`src/rtl/lbus_owner_pkg.sv`:
```
// Shared types for the local bus ownership requester.
// Assumes nothing beyond IEEE 1800-2017 packages.
package lbus_owner_pkg;

    // Ownership sequencer states.
    typedef enum logic [2:0] {
        ST_IDLE      = 3'd0,
        ST_DMA_WAIT  = 3'd1,
        ST_DMA_OWN   = 3'd2,
        ST_DMA_YIELD = 3'd3,
        ST_SLV_WAIT  = 3'd4,
        ST_SLV_OWN   = 3'd5,
        ST_SLV_REL   = 3'd6
    } own_state_t;

endpackage

```
`src/rtl/lbus_preempt_beats.sv`:
```
// Counts completed DMA longword beats once a direct-slave request is
// pending during DMA ownership, and flags the beat that reaches the limit.
// Assumes count_en is low whenever DMA does not own the bus; the count
// clears whenever count_en is low.
module lbus_preempt_beats #(
    parameter int BEAT_LIMIT = 2
) (
    input  logic clk,
    input  logic rst_n,
    input  logic count_en,
    input  logic beat,
    output logic limit_hit
);
    localparam int CW = $clog2(BEAT_LIMIT + 1);
    localparam logic [CW-1:0] LAST = CW'(BEAT_LIMIT - 1);

    logic [CW-1:0] cnt;

    // Beat that completes the allowed count during preemption.
    assign limit_hit = count_en && beat && (cnt == LAST);

    // Count beats while preempting; clear otherwise.
    always_ff @(posedge clk) begin
        if (!rst_n || !count_en) begin
            cnt <= '0;
        end else if (beat && (cnt != LAST)) begin
            cnt <= cnt + 1'b1;
        end
    end

    // the counter never passes the last allowed beat index.
    assert_beat_bound_R4: assert property (@(posedge clk) disable iff (!rst_n)
        cnt <= LAST);

endmodule

```
`src/rtl/lbus_pause_timer.sv`:
```
// Down-counter that holds off DMA re-requests. Loaded from a
// configuration value on load, then counts down once per clock to zero.
// Assumes load is a single-cycle pulse.
module lbus_pause_timer #(
    parameter int PAUSE_W = 8
) (
    input  logic               clk,
    input  logic               rst_n,
    input  logic               load,
    input  logic [PAUSE_W-1:0] cfg,
    output logic               is_zero
);
    logic [PAUSE_W-1:0] cnt;

    assign is_zero = (cnt == '0);

    // Reload on DMA release, otherwise count down to zero.
    always_ff @(posedge clk) begin
        if (!rst_n) begin
            cnt <= '0;
        end else if (load) begin
            cnt <= cfg;
        end else if (cnt != '0) begin
            cnt <= cnt - 1'b1;
        end
    end

    // a load places the configured value in the timer.
    assert_pause_load_R3: assert property (@(posedge clk) disable iff (!rst_n)
        load |=> (cnt == $past(cfg)));

    // a nonzero timer falls by exactly one per clock when not reloaded.
    assert_pause_step_R9: assert property (@(posedge clk) disable iff (!rst_n)
        (!load && cnt != '0) |=> (cnt == $past(cnt) - 1'b1));

endmodule

```
`src/rtl/lbus_owner_fsm.sv`:
```
// Ownership sequencer. Requests the local bus for DMA or the
// direct-slave path, gives slave requests priority, and always releases
// the bus fully (request low, acknowledge seen low) before asking again.
// Outputs are decoded from the state register only.
// Assumes preempt_hit comes from the beat counter and pause_zero from
// the pause timer.
module lbus_owner_fsm
    import lbus_owner_pkg::*;
(
    input  logic clk,
    input  logic rst_n,
    input  logic dma_req,
    input  logic slv_req,
    input  logic slv_done,
    input  logic hold_ack,
    input  logic preempt_hit,
    input  logic pause_zero,
    output logic hold_req,
    output logic slv_hold,
    output logic bus_oe,
    output logic dma_grant,
    output logic slv_grant,
    output logic pause_load
);
    own_state_t state, nxt;

    // Next-state selection with slave priority.
    always_comb begin
        nxt = state;
        unique case (state)
            ST_IDLE: begin
                if (slv_req && !hold_ack)
                    nxt = ST_SLV_WAIT;
                else if (dma_req && !hold_ack && pause_zero)
                    nxt = ST_DMA_WAIT;
            end
            ST_DMA_WAIT: begin
                if (slv_req || !dma_req)
                    nxt = ST_DMA_YIELD;
                else if (hold_ack)
                    nxt = ST_DMA_OWN;
            end
            ST_DMA_OWN: begin
                if (!dma_req || !hold_ack || preempt_hit)
                    nxt = ST_DMA_YIELD;
            end
            ST_DMA_YIELD: begin
                if (!hold_ack)
                    nxt = slv_req ? ST_SLV_WAIT : ST_IDLE;
            end
            ST_SLV_WAIT: begin
                if (hold_ack)
                    nxt = ST_SLV_OWN;
            end
            ST_SLV_OWN: begin
                if (slv_done)
                    nxt = ST_SLV_REL;
            end
            ST_SLV_REL: begin
                if (!hold_ack)
                    nxt = ST_IDLE;
            end
            default: nxt = ST_IDLE;
        endcase
    end

    // State register.
    always_ff @(posedge clk) begin
        if (!rst_n) state <= ST_IDLE;
        else        state <= nxt;
    end

    // Output decode from state.
    always_comb begin
        hold_req  = (state == ST_DMA_WAIT) || (state == ST_DMA_OWN) ||
                    (state == ST_SLV_WAIT) || (state == ST_SLV_OWN);
        slv_hold  = (state == ST_SLV_WAIT) || (state == ST_SLV_OWN);
        bus_oe    = (state == ST_DMA_OWN)  || (state == ST_SLV_OWN);
        dma_grant = (state == ST_DMA_OWN);
        slv_grant = (state == ST_SLV_OWN);
    end

    // Pause reload whenever DMA gives up the bus or its request.
    assign pause_load = (nxt == ST_DMA_YIELD) && (state != ST_DMA_YIELD);

    // any new request is made only after acknowledge was seen low.
    assert_rerequest_after_ack_low_R6: assert property (@(posedge clk) disable iff (!rst_n)
        $rose(hold_req) |-> $past(!hold_ack));

    // a DMA request starts only with the pause timer at zero.
    assert_dma_waits_pause_R9: assert property (@(posedge clk) disable iff (!rst_n)
        ($rose(hold_req) && !slv_hold) |-> $past(pause_zero));

    // drivers are enabled only after an acknowledge was sampled.
    assert_oe_after_ack_R2: assert property (@(posedge clk) disable iff (!rst_n)
        $rose(bus_oe) |-> $past(hold_ack));

    // the slave path and DMA are never granted together.
    assert_single_owner_R10: assert property (@(posedge clk) disable iff (!rst_n)
        !(dma_grant && slv_grant));

    // the slave marker never appears without a bus request.
    assert_slv_hold_with_req_R7: assert property (@(posedge clk) disable iff (!rst_n)
        slv_hold |-> hold_req);

    // slave completion drops the request and the drivers.
    assert_slv_done_release_R8: assert property (@(posedge clk) disable iff (!rst_n)
        (slv_grant && slv_done) |=> (!hold_req && !slv_hold && !bus_oe));

endmodule

```
`src/rtl/lbus_owner_arb.sv`:
```
// Local bus ownership requester: top level. Ties the ownership
// sequencer to the preemption beat counter and the DMA pause timer.
// Assumes dma_beat is only meaningful while dma_grant is high and that
// slv_req stays high until slv_done.
module lbus_owner_arb #(
    parameter int BEAT_LIMIT = 2,
    parameter int PAUSE_W    = 8
) (
    input  logic               clk,
    input  logic               rst_n,
    input  logic               dma_req,
    input  logic               dma_beat,
    input  logic               slv_req,
    input  logic               slv_done,
    input  logic               hold_ack,
    input  logic [PAUSE_W-1:0] pause_cfg,
    output logic               hold_req,
    output logic               slv_hold,
    output logic               bus_oe,
    output logic               dma_grant,
    output logic               slv_grant
);
    logic preempt_hit;
    logic pause_zero;
    logic pause_load;
    logic preempting;

    // Beats are counted only while a slave request waits on DMA.
    assign preempting = dma_grant && slv_req;

    lbus_preempt_beats #(.BEAT_LIMIT(BEAT_LIMIT)) u_beats (
        .clk       (clk),
        .rst_n     (rst_n),
        .count_en  (preempting),
        .beat      (dma_beat),
        .limit_hit (preempt_hit)
    );

    lbus_pause_timer #(.PAUSE_W(PAUSE_W)) u_pause (
        .clk     (clk),
        .rst_n   (rst_n),
        .load    (pause_load),
        .cfg     (pause_cfg),
        .is_zero (pause_zero)
    );

    lbus_owner_fsm u_fsm (
        .clk         (clk),
        .rst_n       (rst_n),
        .dma_req     (dma_req),
        .slv_req     (slv_req),
        .slv_done    (slv_done),
        .hold_ack    (hold_ack),
        .preempt_hit (preempt_hit),
        .pause_zero  (pause_zero),
        .hold_req    (hold_req),
        .slv_hold    (slv_hold),
        .bus_oe      (bus_oe),
        .dma_grant   (dma_grant),
        .slv_grant   (slv_grant),
        .pause_load  (pause_load)
    );

    // the limiting beat ends DMA ownership on the next edge.
    assert_preempt_release_R4: assert property (@(posedge clk) disable iff (!rst_n)
        preempt_hit |=> (!dma_grant && !hold_req && !bus_oe));

    // DMA giving up its request releases the bus.
    assert_dma_end_release_R3: assert property (@(posedge clk) disable iff (!rst_n)
        (dma_grant && !dma_req) |=> !dma_grant);

endmodule

```
`config.mk`:
```
export PLATFORM = sky130hd
export DESIGN_NAME = lbus_owner_arb
export DESIGN_NICKNAME = d
export VERILOG_FILES = /design/src/rtl/lbus_owner_pkg.sv /design/src/rtl/lbus_preempt_beats.sv /design/src/rtl/lbus_pause_timer.sv /design/src/rtl/lbus_owner_fsm.sv /design/src/rtl/lbus_owner_arb.sv
export SDC_FILE = /design/constraint.sdc
export NUM_CORES = 1
export LEC_CHECK = 0
export BUFFER_PORTS_ARGS = -buffer_cell sky130_fd_sc_hd__buf_2
export CORE_MARGIN = 2
export CORE_UTILIZATION = 30
export CTS_CLUSTER_SIZE = 40
export DETAILED_ROUTE_END_ITERATION = 10
export SYNTH_ARGS = -nofsm -noshare
export SYNTH_HDL_FRONTEND = slang
export SYNTH_SLANG_ARGS = --single-unit
```
`constraint.sdc`:
```
create_clock -name clk -period 2.7 [get_ports clk]
set_input_delay 0.54 -clock clk [delete_from_list [all_inputs] [get_ports clk]]
set_output_delay 0.54 -clock clk [all_outputs]
set_load 0.02 [all_outputs]
```
-- Word level (Yosys, flattened, before mapping)
Index checks and enable logic that the tools add are counted.
- output and inout port bits: 5
- input port bits: 15
- word-level logic and storage cells: 53
- flip-flop bits (word level): 13
- add/subtract/negate cells: 2
- reduce and logical (&&, ||, !) cells: 25
- eq/ne operators: 10
- muxes and demuxes: 13
- operator list (cell ; count):
    two-way mux 3 bit ; 10
    case mux 3 bit (7 select lines) ; 1
    two-way mux 8 bit ; 2
    equality test 3 x 2 -> 1 bit, second input constant ; 3
    equality test 3 bit, second input constant ; 3
    logical OR 1 bit ; 9
    logical AND 1 bit ; 8
    zero test 8 bit ; 1
    nonzero test 8 bit ; 1
    subtractor 8 x 1 -> 8 bit, second input constant ; 1
    zero test 1 bit ; 4
    equality test 3 x 1 -> 1 bit, second input constant ; 1
    zero test 3 bit ; 1
    != test 3 x 2 -> 1 bit, second input constant ; 1
    adder 2 x 1 -> 2 bit, second input constant ; 1
    equality test 2 x 1 -> 1 bit, second input constant ; 1
    != test 2 x 1 -> 1 bit, second input constant ; 1
    nonzero test 2 bit ; 1

-- Logic depth before layout (Yosys ltp)
Gate-level depths: netlist of run 1.
- depth after elaboration: 10
- depth in mapped cells: 7
- mapped depth without buffers: 7

-- Hierarchy
Synthesis of run 1 repeated with hierarchy kept, for this count alone.
- cell total of the unflattened synthesis: 101
- area, all modules: 874.6 µm²
- modules (own cells, without submodules) (module ; cells each ; times used ; area an instance (µm²) ; sequential area each (µm²)):
    lbus_pause_timer ; 51 ; 1 ; 457.9 ; 160.2
    lbus_owner_fsm ; 38 ; 1 ; 305.3 ; 60.1
    lbus_preempt_beats ; 11 ; 1 ; 105.1 ; 40.0
    lbus_owner_arb ; 1 ; 1 ; 6.3 ; 0.0

-- Worst setup path after synthesis of run 1
No wires, ideal clock.
- path kind: reg2out
- start: register u_fsm.state[0]
- end: output port bus_oe
- data required time: 2.160 ns
- cell stages (with the launch flop): 5
- path buffers: 1
- setup slack: 0.713 ns
- data arrival time: 1.447 ns
- cell sequence: dfxtp_1 > buf_2 > inv_1 > nor3_1 > or2_2
- word-level cells in the longest chain between the ends: 2
- elaborated cells on any way between the ends: 3
- classes of those cells: 2 x eq/ne; 1 x reduce/logical
- ends and longest elaborated chain (what ; line ; text):
    start, declared ; lbus_owner_fsm.sv:25 ; own_state_t state, nxt;
    start signal, assigned ; lbus_owner_fsm.sv:70 ; else state <= nxt;
    equality test 3 bit ; - ;
    net slv_grant ; lbus_owner_arb.sv:21 ; output logic slv_grant
    logical OR 1 bit ; lbus_owner_fsm.sv:78 ; bus_oe = (state == ST_DMA_OWN) || (state == ST_SLV_OWN);
    end, declared ; lbus_owner_arb.sv:19 ; output logic bus_oe,
The timed path passes the listed nets, and every way through them passes these cells.

-- Final worst setup path of run 1
- start: register u_fsm.state[1]
- end: register u_pause.cnt[3]
- word-level cells in the longest chain between the ends: 10
- elaborated cells on any way between the ends: 26
- classes of those cells: 8 x eq/ne; 11 x mux; 7 x reduce/logical
- ends and longest elaborated chain (what ; line ; text):
    equality test 3 x 2 -> 1 bit ; lbus_owner_fsm.sv:30, lbus_owner_fsm.sv:79 ;
    logical AND 1 bit ; lbus_owner_arb.sv:29 ; assign preempting = dma_grant && slv_req;
    logical AND 1 bit (2 in series) ; lbus_preempt_beats.sv:20 ; assign limit_hit = count_en && beat && (cnt == LAST);
    logical OR 1 bit ; lbus_owner_fsm.sv:44 ; if (!dma_req || !hold_ack || preempt_hit)
    two-way mux 3 bit ; lbus_owner_fsm.sv:44 ;
    case mux 3 bit (7 select lines) ; lbus_owner_fsm.sv:30 ; unique case (state)
    equality test 3 x 2 -> 1 bit ; lbus_owner_fsm.sv:84 ; assign pause_load = (nxt == ST_DMA_YIELD) && (state != ST_DMA_YIELD);
    logical AND 1 bit * ; lbus_owner_fsm.sv:84 ;
    two-way mux 8 bit / nonzero test 2 bit (equally long branches) ; - ;
    end signal, assigned ; lbus_pause_timer.sv:22 ; cnt <= cfg;
    end signal, assigned ; lbus_pause_timer.sv:24 ; cnt <= cnt - 1'b1;
    end, declared ; lbus_pause_timer.sv:13 ; logic [PAUSE_W-1:0] cnt;
Every way passes the cells marked *; elsewhere a longest branch is shown, timed or not.
A chain may end at the register's enable or synchronous reset.

==> results of run 1 <==
-- final cells by class --
type                       instances  area [sq um]  area share [%]
tap                               31         38.79           3.704
inverter                           6         22.52           2.151
multi-input combinational         90         596.8           56.99
sequential                        13         260.3           24.85
clock buffer                       4         26.28           2.509
timing repair buffer              20         102.6           9.797
-- routing by layer --
layer / vias up / wire (um) / part of all wire (%) / global-route usage (%)
li1: 444 / - / - / -
met1: 386 / 828 / 47 / 15.19
met2: 26 / 798 / 45 / 18.89
met3: 2 / 114 / 6.5 / 1.978
met4: 0 / 21 / 1.2 / 3.896
met5: - / 0 / 0 / 0
-- cell families after synthesis --
group | Yosys count | share of synthesized area [%]
flops | 13 | 28.89
buf+inv | 11 | 4.861
compound gates | 19 | 14.31
mux | 9 | 10.14
fa+ha+maj | 3 | 4.167
xor+xnor | 5 | 4.861
simple gates | 54 | 32.78
-- flip-flops by register name, summed over array words and instances, names as in the netlist --
register and count:
u_beats.cnt 2, u_fsm.state 3, u_pause.cnt 8
-- layout by cell type (no fill, tap or decap), types with 2 or more instances in the layout --
master	synthesis	routed
buf_2	2	19
nand2_1	18	18
dfxtp_1	13	13
mux2i_1	8	8
nor2_1	7	7
o21ai_0	7	7
nand3_1	7	7
inv_1	6	6
xnor2_1	4	4
nor2b_1	4	4
nor3_1	3	3
ha_1	3	3
clkbuf_4	0	3
or2_2	2	2
nor4_1	2	2
a32oi_1	2	2
a31oi_1	2	2
-- worst register-to-register path, cell delays in order (launching register included) --
cell and delay, ns:
dfxtp_1 0.63, o21ai_0 0.17, a311o_1 0.38, and3_4 0.19
nor3_4 0.48, mux2i_1 0.25
-- stage by stage --
step	power, uW	hold WS, ns	setup slack [ns]
2_1_floorplan	682.6	0.4766	0.7128
3_3_place_gp	781.2	0.4865	0.5794
3_5_place_dp	790.0	0.4991	0.4997
4_1_cts	913.7	0.4936	0.5204
5_1_grt	997.0	0.4961	0.3295
6_report	902.2	0.5033	0.5468
-- worst paths after layout --
path / end
worst max-delay path: u_pause.cnt[3]
worst min-delay path: u_pause.cnt[2]
worst max register to register: u_pause.cnt[3]
worst min register to register: u_beats.cnt[1]
-- power by group --
group	internal, uW	switching (uW)
sequential	251	72.9
clock	57.2	61.6
combinational	221	239
total	529	374
==> qor.txt, run 1 <==
Antenna viol nets, final - 0
Critical Path End Type - register
Top Ports - 20
Vias in the first global route - 768
Flops & latches, synth - 13
Worst Skew - 0.004007 ns
R2R Setup Slk - 0.55 ns
Worst VDD drop - 0.3577 mV
Ys Warns - 0
Final slew viol count - 0
Net Count, Synth - 132
Synth Instances - 114
Drt wl/cell - 10.74 um
DRT Pass-1 Iters - 7
Critical path class - reg -> reg
Final core occ - 37.33%
Post-CTS Hold Buffers - 0
Area of the core - 2805 sq um
Yosys top cell by area - dfxtp_1
H-tree levels - 1
Violated checks - design-rule violations
Die H - 58.80 um
Critical path's top delay family - simple AND/OR/NAND/NOR gates
Gr usage total - 11.50%
Cells after DPL - 160
Worst path buffer plus inverter count - 0
Buffers added on ports - 19
Row count - 19
Count leader, synth - nand2_1
CP required - 2.91 ns
Post-synthesis sequential area ratio - 28.89%
CP cell instances - o21ai_0 > a311o_1 > and3_4 > nor3_4 > mux2i_1
Post-synth top cells - nand2_1 (18), dfxtp_1 (13), mux2i_1 (8)
Fin cells - 164
R2R depth - 5
Crit start category - register
Hold Crit Class - in -> reg
Vias/cell - 5.232
Antenna violations before repair - 0
RSZ-0062 raised after global routing - no
Final Hold Vio Count - 0
Synth cell types - 38
Hold path startpoint - pause_cfg[2]
Post-synth ARST share - 0%
Tightest Pin Transition - 0.5268 ns
Remaining design rule violation count - 3
Period utilization - 79.75%
DR iter-0 viols - 68
CTS Sinks - 13
Max_slew headroom - 64.77%
Hold Path Depth - 3
P per Cell Area - 861.5 nW/um^2
Outcome - complete, but fails checks
Max-cap violation count - 0
Crit-path slowest cell - dfxtp_1
Max Root-Sink Buffers - 2
Crit-path max FO - 17
Post-synthesis cell area - 900.9 sq um
Clk_lat worst skew - 0.27 ns
Post-synth EDFFs - 0
Share of the synthesized area in the top cell type - 28.89%
Final setup vio count - 0
Synth area leaders - dfxtp_1 (29%), mux2i_1 (8.9%), nand2_1 (7.5%), ha_1 (4.2%), nand3_1 (3.9%)
First-pass GRT wire length - 3.139 mm
CP peak stage delay - 0.63 ns
Clock-pin slew on the worst setup and hold paths - 0.08 ns
Levels on crit path - 5
Final Net Count - 152
Filler cell count in the final layout - 302
Total gr overflow - 0
Sum Neg Setup Slack - 0 ns
Fin area - 1047 sq um
Layout area overhead - 16.25%
Initial core utilization - 32.11%
Post-DP Area - 1021 sq um
Critical path launch point - u_fsm.state[1]
P_leak - 0.0004352 uW
Main flop type after synthesis - dfxtp_1
N_diodes - 0
Clk root buf - clkbuf_4
CTS tree - done
Placer congestion estimate - 0.8773
Setup bufs post-CTS - 0
Reg2reg start - u_fsm.state[1]
Post-DP HPWL - 1.325 mm
Max Freq - 464.4 MHz
Crit path arrival time - 2.36 ns
Die area - 3457 sq um
Crit path time final - 2.153 ns
Vias - 858
Chip Width - 58.80 um
Post_cts resized - 0
Largest net degree at the start of global routing - 20
Mean Syn Cell Area - 7.902 sq um
Num CTS Buffers - 3
Drt total wl - 1.762 mm
Share of cells above drive strength 1 - 22.56%
No activity file was read; power rests on OpenSTA's default activity.
==> run 2, diff against run 1 <==
--- a/config.mk
+++ b/config.mk
@@ -5,6 +5,7 @@
 export SDC_FILE = /design/constraint.sdc
 export NUM_CORES = 1
 export LEC_CHECK = 0
+export ABC_AREA = 1
 export BUFFER_PORTS_ARGS = -buffer_cell sky130_fd_sc_hd__buf_2
 export CORE_MARGIN = 2
 export CORE_UTILIZATION = 30
==> constraint.sdc (replaced) <==
create_clock -name clk -period 1.95 [get_ports clk]
set_input_delay 0.39 -clock clk [delete_from_list [all_inputs] [get_ports clk]]
set_output_delay 0.39 -clock clk [all_outputs]
set_load 0.02 [all_outputs]
==> qor.txt, run 2 <==
Crit start category - register
Vias/cell - 4.889 (-6.6%)
Antenna violations before repair - 0 (unchanged)
CP peak stage delay - 0.36 ns (-0.27 ns)
Post-DP Area - 1036 sq um (+1.5%)
P_leak - 0.0005616 uW (+29%)
Chip Width - 58.95 um (+0.26%)
Critical path's top delay family - buffers and inverters
Mean Syn Cell Area - 6.661 sq um (-16%)
Flops & latches, synth - 13 (unchanged)
Max_slew headroom - 66.94% (+2.2 points)
Final Net Count - 177 (+16%)
Fin area - 1062 sq um (+1.4%)
Crit-path max FO - 5 (-12)
Post_cts resized - 0 (unchanged)
Final Hold Vio Count - 0 (unchanged)
Top Ports - 20 (unchanged)
Synth cell types - 23 (-39%)
Antenna viol nets, final - 0 (unchanged)
Max Root-Sink Buffers - 2 (unchanged)
Remaining design rule violation count - 0 (-3)
DR iter-0 viols - 38 (-44%)
CP required - 1.56 ns (-1.35 ns)
Layout area overhead - 17.27%
Sum Neg Setup Slack - 0 ns (unchanged)
Filler cell count in the final layout - 316 (+4.6%)
Post-CTS Hold Buffers - 0 (unchanged)
Initial core utilization - 32.29% (+0.18 points)
Die area - 3475 sq um (+0.51%)
Period utilization - 93.83%
Largest Register - u_pause.cnt
Clk_lat worst skew - 0.28 ns (about the same)
Post-synth top cells - inv_1 (25), nand3_1 (22), nand2_1 (20)
Ys Warns - 0 (unchanged)
Net Count, Synth - 154 (+17%)
Share of the synthesized area in the top cell type - 28.73% (-0.16 points)
Crit path arrival time - 1.44 ns (-0.92 ns)
R2R Setup Slk - 0.35 ns (-0.20 ns)
Worst path buffer plus inverter count - 3 (+3)
Worst VDD drop - 0.5055 mV (+41%)
H-tree levels - 1 (unchanged)
Drt wl/cell - 10.68 um (-0.62%)
Post-synth EDFFs - 0 (unchanged)
Count leader, synth - inv_1
Post-synth ARST share - 0% (unchanged)
Die H - 58.95 um (+0.26%)
Post-synthesis sequential area ratio - 28.73% (-0.16 points)
Synth area leaders - dfxtp_1 (29%), nand3_1 (12%), inv_1 (10%), nand2_1 (8.3%), xor2_1 (6.8%)
CTS Sinks - 13 (unchanged)
Share of cells above drive strength 1 - 18.99% (-3.6 points)
Most frequent cells in the layout - inv_1 (25), nand3_1 (22), nand2_1 (20)
Synth Instances - 136 (+19%)
Row count - 19 (unchanged)
Hold Crit Class - in -> reg
RSZ-0062 raised after global routing - no
Critical path class - reg -> out
Biggest regs - u_pause.cnt x8, u_fsm.state x3, u_beats.cnt x2
Final slew viol count - 0 (unchanged)
N_diodes - 0 (unchanged)
Vias - 924 (+7.7%)
Crit path top cell by count - nand2_1
Main flop type after synthesis - dfxtp_1
Crit-path slowest cell - dfxtp_1
CP cell instances - inv_2 > nand2_1 > nor2_1 > inv_1 > nand2_1 > buf_2
Max Freq - 546.6 MHz
CTS tree - done
Total gr overflow - 0 (unchanged)
P per Cell Area - 1433 nW/um^2 (+66%)
Num CTS Buffers - 3 (unchanged)
Yosys top cell by area - dfxtp_1
Largest net degree at the start of global routing - 12 (-40%)
Buffers added on ports - 19 (unchanged)
Clk root buf - clkbuf_4
Tightest Pin Transition - 0.4921 ns (-0.03471 ns)
Area of the core - 2805 sq um (unchanged)
Post-synthesis cell area - 905.9 sq um (+0.56%)
Worst Hold Margin - 0.3484 ns (-0.1549 ns)
First-pass GRT wire length - 3.291 mm (+4.8%)
Crit path time final - 1.830 ns
Vias in the first global route - 822 (+7.0%)
DRT Pass-1 Iters - 4 (-3)
Gr usage total - 12.41% (+0.91 points)
Drt total wl - 2.018 mm (+15%)
Clock-pin slew on the worst setup and hold paths - 0.09 ns (about the same)
Outcome - finished, final reports clean
Post-DP HPWL - 1.578 mm (+19%)
Setup bufs post-CTS - 0 (unchanged)
Worst Skew - 0.001209 ns (-0.002798 ns)
Final setup vio count - 0 (unchanged)
Most common cell after layout, fill and taps aside - inv_1
Max-cap violation count - 0 (unchanged)
Placer congestion estimate - 0.8714 (-0.67%)
Critical Path End Type - output port
Max reg flops - 8 (unchanged)
## run 2: changes by cell type in the layout (fill, tap and decap cells not counted), sizes merged, moves of 3 or more
| cell | change |
|---|---|
| nand2 | +4 |
| xor2 | +6 |
| nor2b | -4 |
| xnor2 | -4 |
| inv | +21 |
| a21oi | +11 |
| nand3 | +17 |
| o21ai | -3 |
| nor2 | +5 |
| mux2i | -8 |
## run 2: where the power goes
group | switching, uW | total, uW | internal [uW]
clock | 95.5 | 175 | 79.3
combinational | 588 | 944 | 355
sequential | 57.1 | 404 | 346
total | 741 | 1520 | 781
## run 2: area by class of cell
| class | instances | area [sq um] | area share (%) |
|---|---|---|---|
| inverter | 27 | 101.3 | 9.541 |
| multi-input combinational | 95 | 540.5 | 50.88 |
| tap | 31 | 38.79 | 3.651 |
| clock buffer | 4 | 26.28 | 2.473 |
| timing repair buffer | 19 | 95.09 | 8.952 |
| sequential | 13 | 260.3 | 24.50 |
## run 2: cells by family after synthesis
kind of cell,Yosys count,synth area share [%]
buffers and inverters,28,11.60
AND/OR/NAND/NOR,66,37.16
XOR/XNOR,7,6.768
AO/OA/AOI/OAI,19,11.60
adder cells (fa/ha/maj),3,4.144
flip-flops,13,28.73
## run 2: per-stage QoR
step	util, %	cells	setup slack, ns	total power [uW]
final	37.87	189	0.1204	1522
after global routing	37.87	189	0.02662	1669
after CTS	37.87	189	0.1033	1528
after detailed placement	36.93	185	0.2873	1350
after global placement	36.93	185	0.3121	1339
after floorplan	-	136	0.3111	1159
## run 2: layer usage
metal	up-vias	part of all wire [%]	routed length, um	GRT usage (%)
met3	2	6.0	122	4.176
met4	0	0.50	10	1.948
met1	411	49	989	14.65
met2	25	44	895	22.06
li1	486	-	-	-
met5	-	0	0	0
## run 2: worst paths after layout
check	start	to	cells after the start
setup / recovery	u_fsm.state[0]	bus_oe	6
hold / removal	pause_cfg[4]	u_pause.cnt[4]	3
setup reg to reg	u_pause.cnt[0]	u_pause.cnt[1]	10
hold reg to reg	u_pause.cnt[1]	u_pause.cnt[1]	2
## run 2: worst min-delay path, delay by kind of cell
| family | cells | cell delay (ns) |
|---|---|---|
| AOI/OAI and AO/OA | 1 | 0.06 |
| buffers and inverters | 1 | 0.07 |
| and+or+nand+nor | 1 | 0.07 |
